File: src/rtl/pfx_pkg.sv
package pfx_pkg;
  localparam int TOPO_FANOUT = 0;
  localparam int TOPO_FULLSPAN = 1;
  localparam int TOPO_SPARSE = 2;

  function automatic int pfx_levels(input int topo, input int lg);
    return (topo == TOPO_SPARSE) ? (2 * lg - 1) : lg;
  endfunction

  // Lower-span partner of bit i at level lv, or -1 when the bit passes through.
  function automatic int pfx_partner(input int topo, input int lg, input int lv, input int i);
    int d;
    pfx_partner = -1;
    if (topo == TOPO_FANOUT) begin
      if (((i >> lv) & 1) == 1)
        pfx_partner = ((i >> (lv + 1)) << (lv + 1)) + (1 << lv) - 1;
    end else if (topo == TOPO_FULLSPAN) begin
      if (i >= (1 << lv))
        pfx_partner = i - (1 << lv);
    end else begin
      if (lv < lg) begin
        if (((i + 1) % (1 << (lv + 1))) == 0)
          pfx_partner = i - (1 << lv);
      end else begin
        d = 2 * lg - 2 - lv;
        if ((i >= (1 << (d + 1))) && (((i + 1) % (1 << (d + 1))) == (1 << d)))
          pfx_partner = i - (1 << d);
      end
    end
  endfunction
endpackage

File: src/rtl/pfx_pg_gen.sv
module pfx_pg_gen #(
  parameter int N = 32
) (
  input  logic [N-1:0] a_i,
  input  logic [N-1:0] b_i,
  input  logic         cin_i,
  output logic [N-1:0] g_o,
  output logic [N-1:0] p_o
);
  for (genvar i = 0; i < N; i++) begin : g_bit
    assign p_o[i] = a_i[i] ^ b_i[i];
    if (i == 0) begin : g_fold
      // carry-in treated as generate of the bit below bit 0
      assign g_o[i] = (a_i[i] & b_i[i]) | ((a_i[i] ^ b_i[i]) & cin_i);
    end else begin : g_plain
      assign g_o[i] = a_i[i] & b_i[i];
    end
  end
endmodule

File: src/rtl/pfx_cell.sv
module pfx_cell (
  input  logic g_hi_i,
  input  logic p_hi_i,
  input  logic g_lo_i,
  input  logic p_lo_i,
  output logic g_o,
  output logic p_o
);
  assign g_o = g_hi_i | (p_hi_i & g_lo_i);
  assign p_o = p_hi_i & p_lo_i;
endmodule

File: src/rtl/pfx_network.sv
module pfx_network #(
  parameter int N    = 32,
  parameter int TOPO = 0
) (
  input  logic [N-1:0] g_i,
  input  logic [N-1:0] p_i,
  output logic [N-1:0] gpre_o,
  output logic [N-1:0] ppre_o
);
  import pfx_pkg::*;

  localparam int LG = $clog2(N);
  localparam int NL = pfx_levels(TOPO, LG);

  logic [N-1:0] g_lv [NL+1];
  logic [N-1:0] p_lv [NL+1];

  assign g_lv[0] = g_i;
  assign p_lv[0] = p_i;

  for (genvar lv = 0; lv < NL; lv++) begin : g_lvl
    for (genvar i = 0; i < N; i++) begin : g_node
      localparam int J = pfx_partner(TOPO, LG, lv, i);
      if (J >= 0) begin : g_black
        pfx_cell u_cell (
          .g_hi_i(g_lv[lv][i]),
          .p_hi_i(p_lv[lv][i]),
          .g_lo_i(g_lv[lv][J]),
          .p_lo_i(p_lv[lv][J]),
          .g_o   (g_lv[lv+1][i]),
          .p_o   (p_lv[lv+1][i])
        );
      end else begin : g_wire
        assign g_lv[lv+1][i] = g_lv[lv][i];
        assign p_lv[lv+1][i] = p_lv[lv][i];
      end
    end
  end

  assign gpre_o = g_lv[NL];
  assign ppre_o = p_lv[NL];

  // each final group propagate must span every bit from 0 up to its own position
  always_comb begin
    logic acc;
    acc = 1'b1;
    for (int i = 0; i < N; i++) begin
      acc = acc & p_i[i];
      AST_GROUP_PROP: assert (ppre_o[i] == acc);
    end
  end
endmodule

File: src/rtl/pfx_sum.sv
module pfx_sum #(
  parameter int N = 32
) (
  input  logic [N-1:0] p_i,
  input  logic [N-1:0] gpre_i,
  input  logic         cin_i,
  output logic [N-1:0] sum_o,
  output logic         cout_o
);
  logic [N-1:0] carry;

  assign carry  = {gpre_i[N-2:0], cin_i};
  assign sum_o  = p_i ^ carry;
  assign cout_o = gpre_i[N-1];
endmodule

File: src/rtl/prefix_tree_adder.sv
module prefix_tree_adder #(
  parameter int N     = 32,
  parameter int TOPO  = 0,
  parameter int LVL_W = 8
) (
  input  logic [N-1:0]     a_i,
  input  logic [N-1:0]     b_i,
  input  logic             cin_i,
  output logic [N-1:0]     sum_o,
  output logic             cout_o,
  output logic [LVL_W-1:0] levels_o
);
  import pfx_pkg::*;

  localparam int LG = $clog2(N);
  localparam int NL = pfx_levels(TOPO, LG);

  if ((N < 2) || ((1 << LG) != N)) begin : g_bad_width
    $error("prefix_tree_adder: N must be a power of two of at least 2");
  end
  if ((TOPO < TOPO_FANOUT) || (TOPO > TOPO_SPARSE)) begin : g_bad_topo
    $error("prefix_tree_adder: unsupported topology code");
  end

  logic [N-1:0] g_bit, p_bit, gpre, ppre;

  pfx_pg_gen #(.N(N)) u_pg (
    .a_i  (a_i),
    .b_i  (b_i),
    .cin_i(cin_i),
    .g_o  (g_bit),
    .p_o  (p_bit)
  );

  pfx_network #(.N(N), .TOPO(TOPO)) u_net (
    .g_i   (g_bit),
    .p_i   (p_bit),
    .gpre_o(gpre),
    .ppre_o(ppre)
  );

  pfx_sum #(.N(N)) u_sum (
    .p_i   (p_bit),
    .gpre_i(gpre),
    .cin_i (cin_i),
    .sum_o (sum_o),
    .cout_o(cout_o)
  );

  assign levels_o = LVL_W'(NL);

  always_comb begin
    logic [N:0] ref_sum;
    logic [N:0] msk;
    logic [N:0] part;
    ref_sum = {1'b0, a_i} + {1'b0, b_i} + {{N{1'b0}}, cin_i};
    AST_SUM_REF: assert ({cout_o, sum_o} == ref_sum);
    if (&ppre) begin
      AST_CHAIN_HOLD: assert ((cout_o == cin_i) && (sum_o == {N{~cin_i}}));
    end
    for (int i = 0; i < N; i++) begin
      msk  = {(N+1){1'b1}} >> (N - i);
      part = ({1'b0, a_i} & msk) + ({1'b0, b_i} & msk) + {{N{1'b0}}, cin_i};
      AST_CARRY_REF: assert (gpre[i] == part[i+1]);
    end
  end
endmodule

File: config.mk
export PLATFORM = sky130hd
export DESIGN_NAME = prefix_tree_adder
export DESIGN_NICKNAME = d
export VERILOG_FILES = /design/src/rtl/pfx_pkg.sv /design/src/rtl/pfx_pg_gen.sv /design/src/rtl/pfx_cell.sv /design/src/rtl/pfx_network.sv /design/src/rtl/pfx_sum.sv /design/src/rtl/prefix_tree_adder.sv
export SDC_FILE = /design/constraint.sdc
export NUM_CORES = 1
export LEC_CHECK = 0
export BUFFER_PORTS_ARGS = -buffer_cell sky130_fd_sc_hd__buf_2
export CAP_MARGIN = 20
export CELL_PAD_IN_SITES_DETAIL_PLACEMENT = 1
export CELL_PAD_IN_SITES_GLOBAL_PLACEMENT = 1
export CORE_UTILIZATION = 32
export DETAILED_ROUTE_END_ITERATION = 12
export PLACE_DENSITY_LB_ADDON = 0.1
export SETUP_SLACK_MARGIN = 0.02
export SYNTH_ARGS = -nofsm -noshare
export SYNTH_HDL_FRONTEND = slang
export SYNTH_HIERARCHICAL = 1
export SYNTH_SLANG_ARGS = --single-unit
File: constraint.sdc
create_clock -name vclk -period 2.55
set_input_delay 0.3825 -clock vclk [all_inputs]
set_output_delay 0.3825 -clock vclk [all_outputs]
set_load 0.01 [all_outputs]
==> out/qor.tcl, run 1 <==
set qor(power.total_uw) 776
set qor(timing_worst_setup_path_type) {in2out}
set qor(multi_input_gate_area_mm2) 0.00188
set qor(utilization) 0.471
set qor(number_of_antenna_violations_at_the_first_check_in_global_routing) 0
set qor(ratio_of_total_power_to_cell_area_mw_per_mm2) 278
set qor(place_congestion) 0.723
set qor(io_pins) 106
set qor(die-area_mm2) 0.00648
set qor(drive_above_1_share) 0.612
set qor(fin_area_mm2) 0.00279
set qor(drt-vias-per-instance) 4.55
set qor(cp-start-kind) {input port}
set qor(static-leakage-power_uw) 0.00187
set qor(max-cap-violations) 0
set qor(placedInstanceArea_mm2) 0.00270
set qor(layout_stage_area_growth_over_the_synthesis_result_pct) 41.4
set qor(port_buffers) 98
set qor(number_of_routed_nets_with_antenna_violations) 0
set qor(synthesis.yosys.warnings) 6
set qor(nNetsFinal) 442
set qor(status) {finished clean}
set qor(grt_first_pass_wirelength_um) 7820
set qor(floorplan.core_area_mm2) 0.00592
set qor(row_count) 28
set qor(worst_ir_drop_vdd_mv) 0.101
set qor(groute.layer.met3.usage) 0.00682
set qor(layout_worst_path_cycle_share) 0.999
set qor(rsz0062_at_grt) {true}
set qor(max_freq_mhz) 393
set qor(worstHoldPathType) {in2out}
set qor(drt_drc_violations_left) 0
set qor(use_met1) 0.179
set qor(met2_grt_util) 0.286
set qor(post_drt_wl_per_cell_um) 11.3
set qor(firstDrtPassIters) 2
set qor(path_max_fanout) 5
set qor(grt_total_ovfl) 0
set qor(postSynthAreaPerCell_um2) 8.32
set qor(grt_usage) 0.145
set qor(post-place-cells) 415
set qor(routed-via-count) 1901
set qor(drv_slew) 0
set qor(fin_crit_ns) 2.55
set qor(numSequentialCells) 0
set qor(postSynthCellCount) 237
set qor(cp.arrival_ns) 2.16
set qor(layout.filler_cells) 749
set qor(n_antenna_cell) 0
set qor(grt_pass1_vias) 1878
set qor(num-clock-buffers) 0
set qor(start_util) 0.333
set qor(report.final.hold_viol_count) 0
set qor(drtIter0Drc) 16
set qor(grt_start_max_net_pins) 10
set qor(routed_wirelength_um) 4740
set qor(post_synth_design_cell_area_mm2) 0.00197
set qor(die_width_um) 80.5
set qor(fin_cells) 418
set qor(die_y_um) 80.5
set qor(setup_viol_count_final) 0
set qor(hpwl_um) 4180
set qor(register_area_um2) 0
set qor(busiest_layer) {met2}
set qor(required_worst_endpoint_ns) 2.17
set qor(critPathCaptureType) {output port}
stage by stage:
step	setup slack, ns	hold slack [ns]	TNS [ns]
after floorplan	0.0628	0.845	0
after global routing	-0.0731	1.06	-0.643
after global placement	-0.0520	1.05	-0.468
final	0.00298	1.04	0
after detailed placement	-0.0515	1.05	-0.427
after CTS	-0.0245	1.05	-0.0687
area by class of cell:
type,instances,share of cell area
multi-input cells,204,0.674
repair buffers,139,0.292
well taps,75,0.0336
layer usage:
layer  share of wire  routed length, µm  vias to the layer above
met3           0.063                297                        0
li1                -                  -                      981
met5               0                  0                        -
met1            0.44               2060                      862
met2            0.50               2380                       58
met4               0                  0                        0
placed cells by master (no fill, tap or decap):
cell,n
sky130_fd_sc_hd__buf_2,96
sky130_fd_sc_hd__a21o_1,78
sky130_fd_sc_hd__and2_2,46
sky130_fd_sc_hd__buf_4,40
sky130_fd_sc_hd__ha_1,30
sky130_fd_sc_hd__xor2_1,17
sky130_fd_sc_hd__xor2_2,15
sky130_fd_sc_hd__conb_1,8
sky130_fd_sc_hd__a21o_4,5
sky130_fd_sc_hd__buf_6,3
sky130_fd_sc_hd__and2_4,3
sky130_fd_sc_hd__ha_4,2
critical path: stages:
cell,delay [ns]
sky130_fd_sc_hd__buf_6,0.10
sky130_fd_sc_hd__ha_4,0.22
sky130_fd_sc_hd__a21o_1,0.16
sky130_fd_sc_hd__a21o_1,0.17
sky130_fd_sc_hd__a21o_1,0.17
sky130_fd_sc_hd__a21o_4,0.22
sky130_fd_sc_hd__a21o_4,0.23
sky130_fd_sc_hd__a21o_1,0.19
sky130_fd_sc_hd__xor2_2,0.17
sky130_fd_sc_hd__buf_2,0.15
worst paths after layout:
| check | from | cells after the start | end | slack [ns] |
|---|---|---|---|---|
| setup / recovery | a_i[0] | 10 | sum_o[25] | 0.003 |
| hold / removal | cin_i | 3 | sum_o[0] | 1.04 |
where the power goes:
part	leakage, µW	switching (µW)	internal [µW]
sequential	0	0	0
combinational	0.00187	361	415
clock	0	0	0
timing repair:
| action | 4_1_cts | 5_1_grt |
|---|---|---|
| gates resized for setup | 6 | 6 |
| buffers inserted | 1 | 0 |
| hold buffers | 0 | 0 |
| setup endpoints to repair | 15 | 20 |
| pin swaps | 16 | 16 |
| gates cloned | 2 | 0 |
Note: power is estimated with default switching activity, not from simulation.
==> run 2, diff against run 1 <==
Clock period 2.55 ns to 2.3 ns, I/O delays scaled along.
==> run 2 against run 1 <==
The flow now finishes with violations (setup timing); cell count is 3.6% higher; first-iteration DRC count shrank 19%; worst setup slack got worse by 0.20 ns; count of clock-buffer cells in the layout stayed put; combinational power up 16%; critical path depth unchanged; non-clock buffer count up 14; core utilization up 1.7 points; sequential cell count stayed put.
==> out/qor.tcl, run 2 (synthesis gave the netlist of run 1 again) <==
set qor(cpMostUsedCell) {sky130_fd_sc_hd__a21o_1}
set qor(rsz0062_at_grt) {true}
set qor(hpwl_um) 4400
set qor(layout_stage_area_growth_over_the_synthesis_result_pct) 46.6
set qor(nNetsFinal) 457
set qor(firstDrtPassIters) 2
set qor(critical_path.startpoint) {a_i[0]}
set qor(worstHoldPathType) {in2out}
set qor(number_of_routed_nets_with_antenna_violations) 0
set qor(drtIter0Drc) 13
set qor(required_worst_endpoint_ns) 1.96
set qor(power.share.switching) 0.462
set qor(crit_path_cell_trace) {buf_6 > ha_4 > a21o_1 > a21o_1 > a21o_1 > a21o_4 > a21o_4 > a21o_1 > xor2_2 > buf_2}
set qor(cell_type_of_the_slowest_stage_on_the_worst_timing_path) {sky130_fd_sc_hd__a21o_4}
set qor(max_freq_mhz) 400
set qor(setup_viol_count_final) 24
set qor(power.combinational.fraction) 1.000
set qor(use_met1) 0.201
set qor(grt_total_ovfl) 0
set qor(fin_crit_ns) 2.50
set qor(drt-vias-per-instance) 4.52
set qor(number_of_antenna_violations_at_the_first_check_in_global_routing) 0
set qor(io_pins) 106
set qor(routed-via-count) 1955
set qor(groute.layer.met3.usage) 0.00682
set qor(internal_power_uw) 485
set qor(max-cap-violations) 0
set qor(drive_above_1_share) 0.628
set qor(sequentialPowerShare) 0
set qor(path_max_fanout) 5
set qor(numSequentialCells) 0
set qor(cp-start-kind) {input port}
set qor(num-clock-buffers) 0
set qor(worst_path_largest_cell_delay_ns) 0.24
set qor(post_drt_wl_per_cell_um) 12.0
set qor(cp.arrival_ns) 2.15
set qor(die-area_mm2) 0.00648
set qor(layout.cells.most_common_list) {sky130_fd_sc_hd__buf_2 (96), sky130_fd_sc_hd__a21o_1 (78), sky130_fd_sc_hd__buf_4 (55), sky130_fd_sc_hd__and2_2 (48), sky130_fd_sc_hd__ha_1 (31)}
set qor(critPathCaptureType) {output port}
set qor(layout.filler_cells) 761
set qor(worst_ir_drop_vdd_mv) 0.124
set qor(register_area_um2) 0
set qor(cts_hold_buffers_added) 0
set qor(fin_area_mm2) 0.00289
set qor(port_buffers) 98
set qor(timing_worst_setup_path_type) {in2out}
set qor(power.share.clock) 0
set qor(static-leakage-power_uw) 0.00194
set qor(drt_drc_violations_left) 0
set qor(met2_grt_util) 0.296
set qor(layout.cells.most_common) {sky130_fd_sc_hd__buf_2}
set qor(drv_slew) 0
set qor(grt_usage) 0.155
set qor(n_antenna_cell) 0
set qor(grt_pass1_vias) 1992
set qor(routed_wirelength_um) 5180
set qor(failed_checks) {setup timing}
set qor(grt_first_pass_wirelength_um) 8370
set qor(grt_start_max_net_pins) 10
set qor(row_count) 28
set qor(start_util) 0.333
set qor(postLayoutSetupSlackWorst_ns) -0.199
set qor(floorplan.core_area_mm2) 0.00592
set qor(ratio_of_total_power_to_cell_area_mw_per_mm2) 312
set qor(status) {finished, violations left}
set qor(placedInstanceArea_mm2) 0.00279
set qor(preCtsSetupSlack_ns) -0.263
set qor(place_congestion) 0.750
set qor(die_y_um) 80.5
set qor(busiest_layer) {met2}
set qor(layout_worst_path_cycle_share) 1.09
set qor(report.final.hold_viol_count) 0
set qor(worstSetupEndpoint) {sum_o[30]}
set qor(switching_component_of_the_power_uw) 417
set qor(die_width_um) 80.5
run 2: cell types whose count changed in the layout (fill, tap and decap cells not counted):
cell | previous run | this run
sky130_fd_sc_hd__xor2_2 | 15 | 16
sky130_fd_sc_hd__buf_6 | 3 | 2
sky130_fd_sc_hd__a21o_2 | 0 | 1
sky130_fd_sc_hd__and2_2 | 46 | 48
sky130_fd_sc_hd__ha_1 | 30 | 31
sky130_fd_sc_hd__xor2_1 | 17 | 16
sky130_fd_sc_hd__buf_4 | 40 | 55
sky130_fd_sc_hd__and2_4 | 3 | 1
sky130_fd_sc_hd__ha_4 | 2 | 1
run 2: power by group through the flow:
| stage | combinational, µW | sequential [µW] | clock, µW |
|---|---|---|---|
| after global placement | 860 | 0 | 0 |
| after floorplan | 608 | 0 | 0 |
| final | 902 | 0 | 0 |
| after detailed placement | 874 | 0 | 0 |
| after CTS | 901 | 0 | 0 |
| after global routing | 997 | 0 | 0 |
run 2: stage by stage:
stage	utilization	total power [µW]	std cells	TNS [ns]	hold slack, ns
floorplan	-	608	243	-1.73	0.770
global placement	0.472	860	426	-3.82	0.974
detailed placement	0.472	874	426	-4.41	0.972
CTS	0.482	901	430	-4.03	0.973
global route	0.488	997	433	-5.30	0.984
finish	0.488	902	433	-3.32	0.971
run 2: how the worst min path moves through the flow:
stage	startpoint	to	slack, ns	cells past startpoint
finish	cin_i	sum_o[0]	0.97	3
global placement	cin_i	sum_o[0]	0.97	3
CTS	cin_i	sum_o[0]	0.97	3
floorplan	cin_i	sum_o[0]	0.77	1
global route	cin_i	sum_o[0]	0.98	3
detailed placement	cin_i	sum_o[0]	0.97	3
run 2: timing repair:
action | CTS | global route
buffers inserted | 2 | 2
resized for setup | 5 | 3
endpoints found under the setup margin | 24 | 25
cloned | 2 | 1
pin swaps | 14 | 16
run 2: final cells by class:
type | instances | area (µm²) | share of cell area
timing repair buffer | 153 | 916 | 0.317
multi-input combinational | 205 | 1880 | 0.651
tap | 75 | 93.8 | 0.0325
run 2: per-layer routing:
metal	up-vias	routed length [µm]
met5	-	0
met4	0	0
met3	0	292
met2	59	2490
met1	884	2400
li1	1012	-
run 2: critical path, delay by kind of cell:
kind,cells,cell delay [ns]
buffers and inverters,2,0.24
AOI/OAI and AO/OA,6,1.16
xor gates and xnor gates,1,0.17
adders and majority gates,1,0.23
==> run 3, diff against run 2 <==
Settings changed: SKIP_LAST_GASP set to 1.
==> run 3 against run 2 <==
The flow still finishes with violations (setup timing); design area is the same; fmax rose by 0.13%; non-clock buffer count unchanged; worst setup slack better by 0.0033 ns; critical path type unchanged.
==> out/qor.tcl, run 3 (synthesis gave the netlist of run 1 again) <==
set qor(status) {finished, violations left}
set qor(failed_checks) {setup timing}
set qor(n_antenna_cell) 0
set qor(grt_start_max_net_pins) 10
set qor(path_max_fanout) 5
set qor(nNetsFinal) 457
set qor(die-area_mm2) 0.00648
set qor(drt_drc_violations_left) 0
set qor(cp.arrival_ns) 2.15
set qor(postLayoutSetupSlackWorst_ns) -0.196
set qor(num-clock-buffers) 0
set qor(setup_viol_count_final) 24
set qor(register_area_um2) 0
set qor(max_freq_mhz) 401
set qor(sequentialPowerShare) 0
set qor(routed_wirelength_um) 5180
set qor(fin_crit_ns) 2.50
set qor(firstDrtPassIters) 3
set qor(numSequentialCells) 0
set qor(fin_area_mm2) 0.00289
set qor(power.share.switching) 0.462
set qor(hpwl_um) 4400
set qor(grt_pass1_vias) 1992
set qor(grt_total_ovfl) 0
set qor(drt-vias-per-instance) 4.51
set qor(worst_ir_drop_vdd_mv) 0.125
set qor(grt_usage) 0.155
set qor(report.final.hold_viol_count) 0
set qor(drtIter0Drc) 13
set qor(setup_tns_ns) -3.29
set qor(whs_path_depth) 3
set qor(ratio_of_total_power_to_cell_area_mw_per_mm2) 312
set qor(die_width_um) 80.5
set qor(placedInstanceArea_mm2) 0.00279
set qor(cts_hold_buffers_added) 0
set qor(internal_power_uw) 485
set qor(floorplan.core_area_mm2) 0.00592
set qor(place_congestion) 0.750
set qor(die_y_um) 80.5
set qor(required_worst_endpoint_ns) 1.96
set qor(start_util) 0.333
set qor(switching_component_of_the_power_uw) 417
set qor(power.share.clock) 0
set qor(layout.cells.most_common_list) {sky130_fd_sc_hd__buf_2 (96), sky130_fd_sc_hd__a21o_1 (78), sky130_fd_sc_hd__buf_4 (55), sky130_fd_sc_hd__and2_2 (48), sky130_fd_sc_hd__ha_1 (31)}
set qor(routed-via-count) 1953
set qor(hold_path_end) {sum_o[0]}
set qor(utilization) 0.488
set qor(max-cap-violations) 0
set qor(layout_worst_path_cycle_share) 1.09
set qor(number_of_antenna_violations_at_the_first_check_in_global_routing) 0
set qor(critPathCaptureType) {output port}
set qor(post_drt_wl_per_cell_um) 12.0
set qor(drv_slew) 0
set qor(layout.filler_cells) 761
set qor(drive_above_1_share) 0.628
set qor(hp-start) {cin_i}
set qor(timing_worst_setup_path_type) {in2out}
set qor(power.total_uw) 903
set qor(grt_first_pass_wirelength_um) 8370
set qor(io_pins) 106
set qor(timing.hold.ws_ns) 0.971
set qor(number_of_routed_nets_with_antenna_violations) 0
set qor(row_count) 28
set qor(layout_stage_area_growth_over_the_synthesis_result_pct) 46.6
set qor(worstHoldPathType) {in2out}
set qor(port_buffers) 98
set qor(static-leakage-power_uw) 0.00194
set qor(layout.cells.most_common) {sky130_fd_sc_hd__buf_2}
set qor(cp-start-kind) {input port}
set qor(power.combinational.fraction) 1.000
set qor(rsz0062_at_grt) {true}
run 3: repair_timing:
item | in CTS | in global routing
pin swaps | 14 | 13
cloned | 2 | 1
setup endpoints to repair | 24 | 25
gates resized for setup | 5 | 3
setup buffers | 2 | 2
run 3: worst max-delay path by stage:
| stage | start | end | slack (ns) | depth (start not counted) |
|---|---|---|---|---|
| 3_3_place_gp | a_i[0] | sum_o[24] | -0.23 | 10 |
| 6_report | a_i[0] | sum_o[30] | -0.20 | 10 |
| 2_1_floorplan | a_i[0] | sum_o[24] | -0.11 | 9 |
| 5_1_grt | a_i[0] | sum_o[30] | -0.27 | 10 |
| 3_5_place_dp | a_i[0] | sum_o[18] | -0.26 | 10 |
| 4_1_cts | a_i[0] | sum_o[17] | -0.23 | 10 |
run 3: layout make-up:
cell class	instances	area (µm²)	share of cell area
repair buffers	153	916	0.317
multi-input cells	205	1880	0.651
well taps	75	93.8	0.0325
run 3: routing by layer:
layer  vias up  routed length [µm]  global-route usage
met4         0                   0                   0
met2        59                2490               0.296
li1       1016                   -                   -
met5         -                   0                   0
met1       878                2400               0.201
met3         0                 292             0.00682
run 3: critical path: stages:
cell and delay [ns]:
sky130_fd_sc_hd__buf_6 0.10, sky130_fd_sc_hd__ha_4 0.23, sky130_fd_sc_hd__a21o_1 0.16, sky130_fd_sc_hd__a21o_1 0.16, sky130_fd_sc_hd__a21o_1 0.18, sky130_fd_sc_hd__a21o_4 0.23, sky130_fd_sc_hd__a21o_4 0.24, sky130_fd_sc_hd__a21o_1 0.19
sky130_fd_sc_hd__xor2_2 0.17, sky130_fd_sc_hd__buf_2 0.14
run 3: stage by stage:
stage,instances,setup WS [ns]
finish,433,-0.196
global route,433,-0.269
CTS,430,-0.230
detailed placement,426,-0.263
global placement,426,-0.232
floorplan,243,-0.112
run 3: power by group through the flow:
stage | Clock [µW] | Combinational (µW) | Sequential (µW)
after floorplan | 0 | 608 | 0
after global placement | 0 | 860 | 0
after detailed placement | 0 | 874 | 0
after CTS | 0 | 901 | 0
after global routing | 0 | 997 | 0
final | 0 | 903 | 0
